[src/rtl/i2cpot_pkg.sv]
package i2cpot_pkg;
  localparam int BYTE_W = 8;
  localparam int NCH    = 2;
  localparam int CNT_W  = $clog2(BYTE_W);
  localparam int CH_W   = (NCH > 1) ? $clog2(NCH) : 1;

  // command byte field positions
  localparam int CMD_CH  = 7;
  localparam int CMD_MID = 6;
  localparam int CMD_SD  = 5;
  localparam int CMD_O2  = 4;
  localparam int CMD_O1  = 3;

  typedef enum logic [2:0] {
    PH_IDLE, PH_RX, PH_ACK_PEND, PH_ACK, PH_TX, PH_TX_ACK
  } phase_t;

  typedef enum logic [1:0] {
    RX_ADDR, RX_CMD, RX_DATA
  } rxkind_t;
endpackage

[src/rtl/i2cpot_buscond.sv]
module i2cpot_buscond (
  input  logic clk,
  input  logic rst_n,
  input  logic scl_i,
  input  logic sda_i,
  output logic scl_rise,
  output logic scl_fall,
  output logic start_det,
  output logic stop_det
);
  logic scl_q, sda_q;

  always_ff @(posedge clk or negedge rst_n) begin
    if (!rst_n) begin
      scl_q <= 1'b1;
      sda_q <= 1'b1;
    end else begin
      scl_q <= scl_i;
      sda_q <= sda_i;
    end
  end

  always_comb begin
    scl_rise  = scl_i & ~scl_q;
    scl_fall  = ~scl_i & scl_q;
    start_det = scl_i & scl_q & sda_q & ~sda_i;
    stop_det  = scl_i & scl_q & ~sda_q & sda_i;
  end
endmodule

[src/rtl/i2cpot_link.sv]
module i2cpot_link
  import i2cpot_pkg::*;
#(
  parameter logic [4:0] ADDR_HI = 5'b01011
) (
  input  logic              clk,
  input  logic              rst_n,
  input  logic              scl_rise,
  input  logic              scl_fall,
  input  logic              start_det,
  input  logic              stop_det,
  input  logic              sda_i,
  input  logic [1:0]        addr_pins,
  input  logic [BYTE_W-1:0] rd_value,
  output logic              sda_oe,
  output logic              addr_done,
  output logic              addr_match,
  output logic              cmd_we,
  output logic              data_we,
  output logic [BYTE_W-1:0] rx_byte
);
  localparam logic [CNT_W-1:0] LAST_BIT = CNT_W'(BYTE_W - 1);

  phase_t            phase_q, phase_d;
  rxkind_t           kind_q, kind_d;
  logic [CNT_W-1:0]  bit_q, bit_d;
  logic [BYTE_W-1:0] sh_q, sh_d;
  logic [BYTE_W-1:0] tx_q, tx_d;
  logic              to_tx_q, to_tx_d;
  logic              mack_q, mack_d;
  logic [BYTE_W-1:0] rx_full;
  logic              byte_done;

  always_comb begin
    rx_full    = {sh_q[BYTE_W-2:0], sda_i};
    byte_done  = (phase_q == PH_RX) && scl_rise && (bit_q == LAST_BIT);
    addr_match = (rx_full[7:3] == ADDR_HI) && (rx_full[2:1] == addr_pins);
    addr_done  = byte_done && (kind_q == RX_ADDR);
    cmd_we     = byte_done && (kind_q == RX_CMD);
    data_we    = byte_done && (kind_q == RX_DATA);
    rx_byte    = rx_full;
    sda_oe     = (phase_q == PH_ACK) || ((phase_q == PH_TX) && !tx_q[BYTE_W-1]);
  end

  always_comb begin
    phase_d = phase_q;
    kind_d  = kind_q;
    bit_d   = bit_q;
    sh_d    = sh_q;
    tx_d    = tx_q;
    to_tx_d = to_tx_q;
    mack_d  = mack_q;
    unique case (phase_q)
      PH_IDLE: ;
      PH_RX: if (scl_rise) begin
        sh_d = rx_full;
        if (bit_q == LAST_BIT) begin
          bit_d = '0;
          unique case (kind_q)
            RX_ADDR: begin
              if (addr_match) begin
                phase_d = PH_ACK_PEND;
                to_tx_d = rx_full[0];
                kind_d  = RX_CMD;
              end else begin
                phase_d = PH_IDLE;
              end
            end
            RX_CMD, RX_DATA: begin
              phase_d = PH_ACK_PEND;
              to_tx_d = 1'b0;
              kind_d  = RX_DATA;
            end
            default: phase_d = PH_IDLE;
          endcase
        end else begin
          bit_d = bit_q + 1'b1;
        end
      end
      PH_ACK_PEND: if (scl_fall) phase_d = PH_ACK;
      PH_ACK: if (scl_fall) begin
        bit_d = '0;
        if (to_tx_q) begin
          phase_d = PH_TX;
          tx_d    = rd_value;
        end else begin
          phase_d = PH_RX;
        end
      end
      PH_TX: if (scl_fall) begin
        if (bit_q == LAST_BIT) begin
          phase_d = PH_TX_ACK;
          bit_d   = '0;
        end else begin
          tx_d  = {tx_q[BYTE_W-2:0], 1'b1};
          bit_d = bit_q + 1'b1;
        end
      end
      PH_TX_ACK: begin
        if (scl_rise) mack_d = ~sda_i;
        if (scl_fall) begin
          if (mack_q) begin
            phase_d = PH_TX;
            tx_d    = rd_value;
          end else begin
            phase_d = PH_IDLE;
          end
        end
      end
      default: phase_d = PH_IDLE;
    endcase
    if (start_det) begin
      phase_d = PH_RX;
      kind_d  = RX_ADDR;
      bit_d   = '0;
    end else if (stop_det) begin
      phase_d = PH_IDLE;
    end
  end

  always_ff @(posedge clk or negedge rst_n) begin
    if (!rst_n) begin
      phase_q <= PH_IDLE;
      kind_q  <= RX_ADDR;
      bit_q   <= '0;
      sh_q    <= '0;
      tx_q    <= '1;
      to_tx_q <= 1'b0;
      mack_q  <= 1'b0;
    end else begin
      phase_q <= phase_d;
      kind_q  <= kind_d;
      bit_q   <= bit_d;
      sh_q    <= sh_d;
      tx_q    <= tx_d;
      to_tx_q <= to_tx_d;
      mack_q  <= mack_d;
    end
  end
endmodule

[src/rtl/i2cpot_regs.sv]
module i2cpot_regs
  import i2cpot_pkg::*;
(
  input  logic                  clk,
  input  logic                  rst_n,
  input  logic                  cmd_we,
  input  logic                  data_we,
  input  logic [BYTE_W-1:0]     wbyte,
  input  logic                  shdn_n_i,
  output logic [NCH*BYTE_W-1:0] wipers,
  output logic [BYTE_W-1:0]     rd_value,
  output logic [CH_W-1:0]       chan_sel,
  output logic                  gpo1,
  output logic                  gpo2,
  output logic                  shutdown
);
  localparam logic [BYTE_W-1:0] MIDSCALE = BYTE_W'(1) << (BYTE_W - 1);

  logic [BYTE_W-1:0] wip_q [NCH];
  logic [CH_W-1:0]   ch_q, ch_d;
  logic              sd_q, sd_d, o1_q, o1_d, o2_q, o2_d;
  logic [CH_W-1:0]   cmd_ch;

  assign cmd_ch = CH_W'(wbyte[CMD_CH]);

  for (genvar c = 0; c < NCH; c++) begin : g_ch
    logic [BYTE_W-1:0] wip_d;
    always_comb begin
      wip_d = wip_q[c];
      if (cmd_we && wbyte[CMD_MID] && (cmd_ch == CH_W'(c)))
        wip_d = MIDSCALE;
      else if (data_we && (ch_q == CH_W'(c)))
        wip_d = wbyte;
    end
    always_ff @(posedge clk or negedge rst_n) begin
      if (!rst_n) wip_q[c] <= MIDSCALE;
      else        wip_q[c] <= wip_d;
    end
    assign wipers[c*BYTE_W +: BYTE_W] = wip_q[c];
  end

  always_comb begin
    ch_d = ch_q;
    sd_d = sd_q;
    o1_d = o1_q;
    o2_d = o2_q;
    if (cmd_we) begin
      ch_d = cmd_ch;
      sd_d = wbyte[CMD_SD];
      o2_d = wbyte[CMD_O2];
      o1_d = wbyte[CMD_O1];
    end
  end

  always_ff @(posedge clk or negedge rst_n) begin
    if (!rst_n) begin
      ch_q <= '0;
      sd_q <= 1'b1;
      o1_q <= 1'b0;
      o2_q <= 1'b0;
    end else begin
      ch_q <= ch_d;
      sd_q <= sd_d;
      o1_q <= o1_d;
      o2_q <= o2_d;
    end
  end

  assign rd_value = wip_q[ch_q];
  assign chan_sel = ch_q;
  assign gpo1     = o1_q;
  assign gpo2     = o2_q;
  assign shutdown = ~shdn_n_i | ~sd_q;
endmodule

[src/rtl/i2cpot_top.sv]
module i2cpot_top
  import i2cpot_pkg::*;
#(
  parameter logic [4:0] ADDR_HI = 5'b01011
) (
  input  logic       clk,
  input  logic       rst_n,
  input  logic       scl_i,
  input  logic       sda_i,
  input  logic [1:0] addr_pins_i,
  input  logic       shdn_n_i,
  output logic       sda_oe_o,
  output logic [7:0] wiper_a_o,
  output logic [7:0] wiper_b_o,
  output logic       chan_sel_o,
  output logic       shutdown_o,
  output logic       gpo1_o,
  output logic       gpo2_o
);
  logic scl_rise, scl_fall, start_det, stop_det;
  logic addr_done, addr_match, cmd_we, data_we;
  logic [BYTE_W-1:0]     rx_byte, rd_value;
  logic [NCH*BYTE_W-1:0] wipers;
  logic [CH_W-1:0]       chan_sel;

  i2cpot_buscond u_bus (
    .clk(clk), .rst_n(rst_n), .scl_i(scl_i), .sda_i(sda_i),
    .scl_rise(scl_rise), .scl_fall(scl_fall),
    .start_det(start_det), .stop_det(stop_det)
  );

  i2cpot_link #(.ADDR_HI(ADDR_HI)) u_link (
    .clk(clk), .rst_n(rst_n), .scl_rise(scl_rise), .scl_fall(scl_fall),
    .start_det(start_det), .stop_det(stop_det), .sda_i(sda_i),
    .addr_pins(addr_pins_i), .rd_value(rd_value), .sda_oe(sda_oe_o),
    .addr_done(addr_done), .addr_match(addr_match),
    .cmd_we(cmd_we), .data_we(data_we), .rx_byte(rx_byte)
  );

  i2cpot_regs u_regs (
    .clk(clk), .rst_n(rst_n), .cmd_we(cmd_we), .data_we(data_we),
    .wbyte(rx_byte), .shdn_n_i(shdn_n_i), .wipers(wipers),
    .rd_value(rd_value), .chan_sel(chan_sel), .gpo1(gpo1_o),
    .gpo2(gpo2_o), .shutdown(shutdown_o)
  );

  assign wiper_a_o  = wipers[0 +: BYTE_W];
  assign wiper_b_o  = wipers[BYTE_W +: BYTE_W];
  assign chan_sel_o = chan_sel[0];
endmodule

[config.mk]
export PLATFORM = sky130hd
export DESIGN_NAME = i2cpot_top
export DESIGN_NICKNAME = d
export VERILOG_FILES = /design/src/rtl/i2cpot_pkg.sv /design/src/rtl/i2cpot_buscond.sv /design/src/rtl/i2cpot_link.sv /design/src/rtl/i2cpot_regs.sv /design/src/rtl/i2cpot_top.sv
export SDC_FILE = /design/constraint.sdc
export NUM_CORES = 1
export LEC_CHECK = 0
export BUFFER_PORTS_ARGS = -buffer_cell sky130_fd_sc_hd__buf_2
export CAP_MARGIN = 20
export CORE_AREA = 2 2 68 70
export CTS_BUF_LIST = sky130_fd_sc_hd__clkbuf_4
export CTS_CLUSTER_DIAMETER = 200
export CTS_CLUSTER_SIZE = 8
export DETAILED_ROUTE_END_ITERATION = 10
export DIE_AREA = 0 0 70 72
export GPL_ROUTABILITY_DRIVEN = 0
export PLACE_DENSITY = 0.79
export SLEW_MARGIN = 20
export SYNTH_ARGS = -nofsm -noshare
export SYNTH_HDL_FRONTEND = slang
export SYNTH_SLANG_ARGS = --single-unit
[constraint.sdc]
create_clock -name clk -period 2.25 [get_ports clk]
set_input_delay 0.1125 -clock clk [delete_from_list [all_inputs] [get_ports clk]]
set_output_delay 0.1125 -clock clk [all_outputs]
set_load 0.01 [all_outputs]
==> impl_metrics.env, run 1 <==
export IMPL_dieArea_um2=5040
export IMPL_min_path_cells=4
export IMPL_fin_ws_ps=164
export IMPL_required_ps=2500
export IMPL_syn_num_nets=243
export IMPL_comb_power_share_pct=6.9
export IMPL_endpoint_kind="flop"
export IMPL_die_w_um=70
export IMPL_tightest_slew_ps=948
export IMPL_critPathLaunchType="flop"
export IMPL_dieHeight_um=72
export IMPL_switching_share_pct=24.1
export IMPL_synth_edff_count=0
export IMPL_post_place_ws_ps=208
export IMPL_cts_made_buffers=5
export IMPL_leakage_nw=1.37
export IMPL_nets=281
export IMPL_slew_viol_final=0
export IMPL_path_delay_family="simple AND/OR/NAND/NOR gates"
export IMPL_layout_drive_gt1_share_pct=30.5
export IMPL_seqPwrFrac_pct=58.7
export IMPL_grt_pass1_wl_um=8760
export IMPL_grt_usage_pct=22.2
export IMPL_rsz0062_at_grt="no"
export IMPL_outcome="finished, final reports clean"
export IMPL_holdCritPathClass="primary input to flop"
export IMPL_clkPwrFrac_pct=34.4
export IMPL_synth_top_flop_cell="dfrtp_1"
export IMPL_grt_pass1_vias=1859
export IMPL_critical_path_depth=6
export IMPL_num_rows=24
export IMPL_finalHoldViolations=0
export IMPL_crit_top_cell="ha_1"
export IMPL_final_area_um2=2840
export IMPL_async_reset_ff_share_pct=100
export IMPL_whs_ps=392
export IMPL_p_int_w=0.00116
export IMPL_cts_root_buffer="clkbuf_4"
export IMPL_rr_startpoint="u_link.bit_q[0]"
export IMPL_post_cts_buffers=0
export IMPL_htree_levels=2
export IMPL_cp_cell_sequence="ha_1 -> ha_1 -> nand2_1 -> or4_1 -> mux2i_1 -> nor2_1"
export IMPL_detailedRoute_firstIterationViolations=112
export IMPL_ys_seq_area_share_pct=47.9
export IMPL_clock_insertion_delay_worst_skew_ps=370
export IMPL_period_share_pct=92.7
export IMPL_worst_ir_drop_vdd_mv=0.388
export IMPL_portBuffers=27
export IMPL_worst_path_max_delay_cell="or4_1"
export IMPL_start_util_pct=58.4
export IMPL_drc=0
export IMPL_overflow=0
export IMPL_clkTransAtPathRegs_ps=140
export IMPL_arrival_ps=2340
export IMPL_worst_r2r_cell_count=6
export IMPL_cap_violations=0
export IMPL_ys_types=43
export IMPL_vias_per_cell=5.89
export IMPL_wl_um=5410
export IMPL_syn_cell_area_um2=2490
export IMPL_area_growth_synth_to_final_pct=14.1
export IMPL_first_pass_iters=4
export IMPL_mostFrequentLayoutCells="dfrtp_1, buf_2, mux2i_1"
export IMPL_layout_commonest_cell="dfrtp_1"
export IMPL_cts_sinks=47
export IMPL_slowest_delay_ps=670
export IMPL_avgSynthCellArea_um2=10.8
export IMPL_switchingPower_w=0.000368
export IMPL_crit_buf_inv=0
export IMPL_maxSlewHeadroom_pct=36.8
export IMPL_postPlaceCellArea_um2=2730
export IMPL_setup_tns_ps=0
export IMPL_fin_skew_ps=12.0
export IMPL_timing_setup_critical_path_class="flop to flop"
export IMPL_setup_viol=0
export IMPL_path_max_fanout=8
export IMPL_pin_count=28
export IMPL_p_per_area_nw_per_um2=539
export IMPL_grt_max_degree=43
export IMPL_max_freq_mhz=479
export IMPL_period_needed_ps=2090
export IMPL_n_antenna_cell=0
export IMPL_hp_start="addr_pins_i[0]"
export IMPL_coreArea_um2=4260
export IMPL_syn_instance_count=230
export IMPL_yosys_register_bits=47
export IMPL_yosys_warnings=0
export IMPL_hpwlAfterDp_um=3880
export IMPL_antenna_found_initial=0
export IMPL_ant_nets=0
export IMPL_cp_startpoint="u_link.bit_q[0]"
export IMPL_wl_per_cell_um=16.8
export IMPL_vias=1890
export IMPL_clk_path_buf_depth=2
export IMPL_cts_tree="done"
cells in the mapped netlist (all sizes together) (2+ instances only):
| master | n | area [um^2] |
|---|---|---|
| and3b | 4 | 35.0 |
| inv | 7 | 26.3 |
| nor3b | 3 | 27.5 |
| nor2b | 5 | 31.3 |
| clkbuf | 7 | 26.3 |
| xor2 | 2 | 17.5 |
| dfstp | 13 | 342 |
| o221ai | 2 | 17.5 |
| o21ai | 18 | 90.1 |
| or3b | 2 | 20.0 |
| a22o | 2 | 17.5 |
| ha | 6 | 75.1 |
| nand2 | 17 | 63.8 |
| dfrtp | 34 | 851 |
| buf | 2 | 10.0 |
| mux2i | 26 | 260 |
| nor2 | 21 | 78.8 |
| o211ai | 5 | 37.5 |
| a21oi | 6 | 33.8 |
| mux2 | 18 | 203 |
| a22oi | 2 | 15.0 |
| nand3 | 7 | 35.0 |
| nand2b | 5 | 31.3 |
through the flow:
stage	util (%)	power [W]	instances
floorplan	-	0.000965	230
global placement	64.0	0.00101	310
detailed placement	64.0	0.00101	310
CTS	66.6	0.00154	321
global route	66.6	0.00158	321
finish	66.6	0.00153	321
power by group through the flow:
stage,sequential [W],clock (W),combinational (W)
6_report,0.000897,0.000526,0.000106
5_1_grt,0.000901,0.000562,0.000119
4_1_cts,0.000897,0.000537,0.000107
3_5_place_dp,0.000911,0,0.000103
3_3_place_gp,0.000911,0,0.000100
2_1_floorplan,0.000902,0,0.0000633
worst reg2reg max path, stage by stage (launching register included):
cell	delay, ps
dfrtp_1	410
ha_1	170
ha_1	260
nand2_1	140
or4_1	670
mux2i_1	260
nor2_1	60
cells by family after synthesis:
group | synth area share [%]
AND/OR/NAND/NOR | 15.6
flip-flops | 47.9
multiplexers | 18.6
AO/OA/AOI/OAI | 11.3
buffers and inverters | 2.51
adder cells (fa/ha/maj) | 3.02
XOR/XNOR | 1.06
layer usage:
layer	vias up	share of wire, %	track usage (%)
met2	48	51	37.9
met5	-	0	0
met4	0	0.98	7.05
li1	899	-	-
met3	6	5.2	4.58
met1	937	43	28.7
area by class of cell:
| class | count | area (um^2) |
|---|---|---|
| well taps | 52 | 65.1 |
| multi-input cells | 167 | 1230 |
| flip-flops and latches | 47 | 1190 |
| clock inverters | 2 | 37.5 |
| fillers | 346 | 1420 |
| repair buffers | 40 | 240 |
| clock buffers | 6 | 45.0 |
| inverters | 7 | 26.3 |
registers in the layout, indices dropped and copies added (netlist names), 2 cells and up:
| name | count |
|---|---|
| u_link.kind_q | 2 |
| u_link.tx_q | 8 |
| u_regs.wipers | 16 |
| u_link.bit_q | 3 |
| u_link.sh_q | 7 |
| u_link.phase_q | 3 |
worst paths after layout:
path | to | slack (ps)
worst max-delay path | u_regs.wipers[11] | 160
worst min-delay path | u_link.phase_q[1] | 390
worst max register to register | u_regs.wipers[11] | 160
worst min register to register | u_link.tx_q[1] | 480
max in group asynchronous | u_link.tx_q[5] | 1100
min in group asynchronous | u_link.mack_q | 420
timing repair:
item	CTS	global route
endpoints found under the hold margin	36	0
resized for setup	0	0
hold buffers	3	0
No activity file was read; power rests on OpenSTA's default activity.
==> run 2: changes to the inputs <==
--- a/config.mk
+++ b/config.mk
@@ -6,16 +6,17 @@
 export NUM_CORES = 1
 export LEC_CHECK = 0
 export BUFFER_PORTS_ARGS = -buffer_cell sky130_fd_sc_hd__buf_2
-export CAP_MARGIN = 20
-export CORE_AREA = 2 2 68 70
+export CAP_MARGIN = 25
+export CORE_AREA = 3 3 69 71
 export CTS_BUF_LIST = sky130_fd_sc_hd__clkbuf_4
 export CTS_CLUSTER_DIAMETER = 200
 export CTS_CLUSTER_SIZE = 8
 export DETAILED_ROUTE_END_ITERATION = 10
-export DIE_AREA = 0 0 70 72
+export DIE_AREA = 0 0 72 74
 export GPL_ROUTABILITY_DRIVEN = 0
-export PLACE_DENSITY = 0.79
+export PLACE_DENSITY = 0.8
 export SLEW_MARGIN = 20
 export SYNTH_ARGS = -nofsm -noshare
 export SYNTH_HDL_FRONTEND = slang
+export SYNTH_HIERARCHICAL = 1
 export SYNTH_SLANG_ARGS = --single-unit
==> run 2 against run 1 <==
  * Critical path depth increased by 2
  * Non-clock buffer count decreased by 2
  * Flip-flop and latch count unchanged
  * First-iteration DRC count increased by 65%
  * Worst setup slack improved by 59 ps
  * Wire length decreased by 8.5%
  * Power increased by 26%
  * Final cell count decreased by 0.62%
  * Clock skew decreased by 4.8 ps
  * Sequential share of layout area increased by 0.91 points
  * Maximum frequency increased by 2.9%
  * Critical path type is now primary input to flop
==> impl_metrics.env, run 2 <==
export IMPL_nets=280
export IMPL_period_needed_ps=2030
export IMPL_worst_path_max_delay_cell="dlygate4sd3_1"
export IMPL_fin_skew_ps=7.17
export IMPL_yosysMostFrequentCell="mux2_2"
export IMPL_detailedRoute_firstIterationViolations=185
export IMPL_dieHeight_um=74
export IMPL_finalHoldViolations=0
export IMPL_cts_made_buffers=5
export IMPL_comb_power_share_pct=19.1
export IMPL_leakage_nw=1.34
export IMPL_coreArea_um2=4290
export IMPL_clock_insertion_delay_worst_skew_ps=370
export IMPL_worst_r2r_cell_count=4
export IMPL_yosys_warnings=6
export IMPL_cts_root_buffer="clkbuf_4"
export IMPL_tightest_slew_ps=938
export IMPL_slowest_delay_ps=520
export IMPL_setup_viol=0
export IMPL_max_freq_mhz=493
export IMPL_syn_num_nets=248
export IMPL_synth_area_leader_cell="dfrtp_1"
export IMPL_final_util_pct=64.7
export IMPL_vias_per_cell=5.79
export IMPL_grt_max_degree=44
export IMPL_drc=0
export IMPL_switching_share_pct=29.1
export IMPL_ant_nets=0
export IMPL_layout_drive_gt1_share_pct=38.2
export IMPL_dieArea_um2=5330
export IMPL_overflow=0
export IMPL_yosys_register_bits=47
export IMPL_first_pass_iters=4
export IMPL_period_share_pct=90.1
export IMPL_synth_top_cell_area_share_pct=34.0
export IMPL_critPathLaunchType="primary input"
export IMPL_clk_path_buf_depth=2
export IMPL_setup_tns_ps=0
export IMPL_cts_tree="done"
export IMPL_slew_viol_final=0
export IMPL_htree_levels=2
export IMPL_area_growth_synth_to_final_pct=11.0
export IMPL_p_per_area_nw_per_um2=691
export IMPL_holdCritPathClass="primary input to flop"
export IMPL_ys_seq_area_share_pct=47.6
export IMPL_required_ps=2500
export IMPL_maxSlewHeadroom_pct=37.5
export IMPL_endpoint_kind="flop"
export IMPL_cp_cell_sequence="dlygate4sd3_1 -> buf_2 -> nor2b_1 -> and4bb_2 -> and3_1 -> nand2_1 -> nor2_2 -> a21oi_1"
export IMPL_timing_setup_critical_path_class="primary input to flop"
export IMPL_syn_cell_area_um2=2500
export IMPL_p_int_w=0.00136
export IMPL_worst_ir_drop_vdd_mv=0.550
export IMPL_start_util_pct=58.3
export IMPL_die_w_um=72
export IMPL_clkPwrFrac_pct=26.2
export IMPL_n_antenna_cell=0
export IMPL_outcome="finished, final reports clean"
export IMPL_path_max_fanout=12
export IMPL_wl_per_cell_um=15.5
export IMPL_mostFrequentLayoutCells="mux2_2, nand2_1, dfrtp_1"
export IMPL_r2r_end="u_link/phase_q[0]"
export IMPL_switchingPower_w=0.000558
export IMPL_layout_commonest_cell="mux2_2"
export IMPL_synth_edff_count=0
export IMPL_synth_top_cells_by_count="mux2_2, dfrtp_1, nand2_1"
export IMPL_grt_pass1_wl_um=8410
export IMPL_cap_violations=0
export IMPL_largest_reg_flops=16
export IMPL_portBuffers=27
export IMPL_whs_ps=405
export IMPL_grt_pass1_vias=1791
export IMPL_crit_path_end="u_regs/wipers[2]"
export IMPL_synth_top_cells_by_area="dfrtp_1, mux2_2, dfstp_2"
export IMPL_ys_types=42
export IMPL_seqPwrFrac_pct=54.7
export IMPL_wl_um=4950
export IMPL_rsz0062_at_grt="no"
export IMPL_pin_count=28
export IMPL_grt_usage_pct=20.5
export IMPL_rr_startpoint="u_link/phase_q[0]"
export IMPL_async_reset_ff_share_pct=100
export IMPL_vias=1846
export IMPL_cp_startpoint="scl_i"
export IMPL_num_rows=24
export IMPL_avgSynthCellArea_um2=10.7
export IMPL_arrival_ps=2280
export IMPL_synth_top_flop_cell="dfrtp_1"
export IMPL_syn_instance_count=235
export IMPL_hpwlAfterDp_um=3430
export IMPL_ff2ff_setup_slack_ps=260
export IMPL_antenna_found_initial=0
export IMPL_cts_sinks=47
export IMPL_clkTransAtPathRegs_ps=130
==> run 2: changes by cell type in the layout (fill, tap and decap cells not counted), moves of 3 or more <==
cell	delta
nand3_1	+3
a21oi_1	+14
mux2_2	+18
nor2_1	-16
and3b_1	-4
mux2i_1	-25
and3_1	+4
o211ai_1	-5
o21ai_0	-8
nand2_1	+17
==> run 2: area by class of cell <==
type | instances | area [um^2]
Inverter | 10 | 42.5
Fill cell | 334 | 1510
Multi-Input combinational cell | 165 | 1180
Sequential cell | 47 | 1190
Clock buffer | 6 | 45.0
Clock inverter | 1 | 30.0
Tap cell | 52 | 65.1
Timing Repair Buffer | 38 | 225
==> run 2: cells by family after synthesis <==
kind of cell,Yosys count,synth area share (%)
xor+xnor,2,0.699
mux,37,16.6
buf+inv,23,5.29
flops,47,47.6
fa+ha+maj,6,3.00
compound gates,42,10.7
simple gates,78,16.1
==> run 2: metrics by stage <==
step	setup slack, ps	instance area [um^2]	power [W]	std cells
2_1_floorplan	446	2500	0.00132	235
3_3_place_gp	338	2680	0.00141	309
3_5_place_dp	329	2680	0.00142	309
4_1_cts	290	2780	0.00194	319
5_1_grt	88.6	2780	0.00203	319
6_report	223	2780	0.00192	319
==> run 2: worst min path at each step <==
stage,slack [ps],depth (start not counted),end,start
floorplan,-180,0,u_link/bit_q[0],rst_n
global placement,250,1,u_bus/scl_q,scl_i
detailed placement,260,1,u_bus/scl_q,scl_i
CTS,380,5,u_link/to_tx_q,addr_pins_i[0]
global route,400,2,u_bus/scl_q,scl_i
finish,400,6,u_link/kind_q[0],addr_pins_i[0]
==> run 2: repair_timing <==
action                                 in CTS  in global routing
endpoints found under the hold margin      36                  0
buffers inserted                            0                  0
hold buffers                                3                  0
resized for setup                           0                  0
==> run 2: power groups by stage <==
stage | combinational (W) | clock (W) | sequential, W
2_1_floorplan | 0.000302 | 0 | 0.00101
6_report | 0.000367 | 0.000503 | 0.00105
3_3_place_gp | 0.000352 | 0 | 0.00106
5_1_grt | 0.000416 | 0.000554 | 0.00106
4_1_cts | 0.000366 | 0.000522 | 0.00105
3_5_place_dp | 0.000361 | 0 | 0.00106
==> run 2: worst max-delay path: cells and delay by family <==
| kind | cells | cell delay [ps] |
|---|---|---|
| AOI/OAI and AO/OA | 1 | 80 |
| and+or+nand+nor | 5 | 1430 |
| buffers and inverters | 2 | 650 |
==> run 2: per-layer routing <==
metal | part of all wire, % | routed length [um] | GRT usage, % | up-vias
met5 | 0 | 0 | 0 | -
met4 | 1.5 | 74 | 7.31 | 0
met3 | 5.6 | 277 | 4.73 | 8
met2 | 47 | 2340 | 33.4 | 62
met1 | 46 | 2260 | 27.3 | 878
li1 | - | - | - | 898
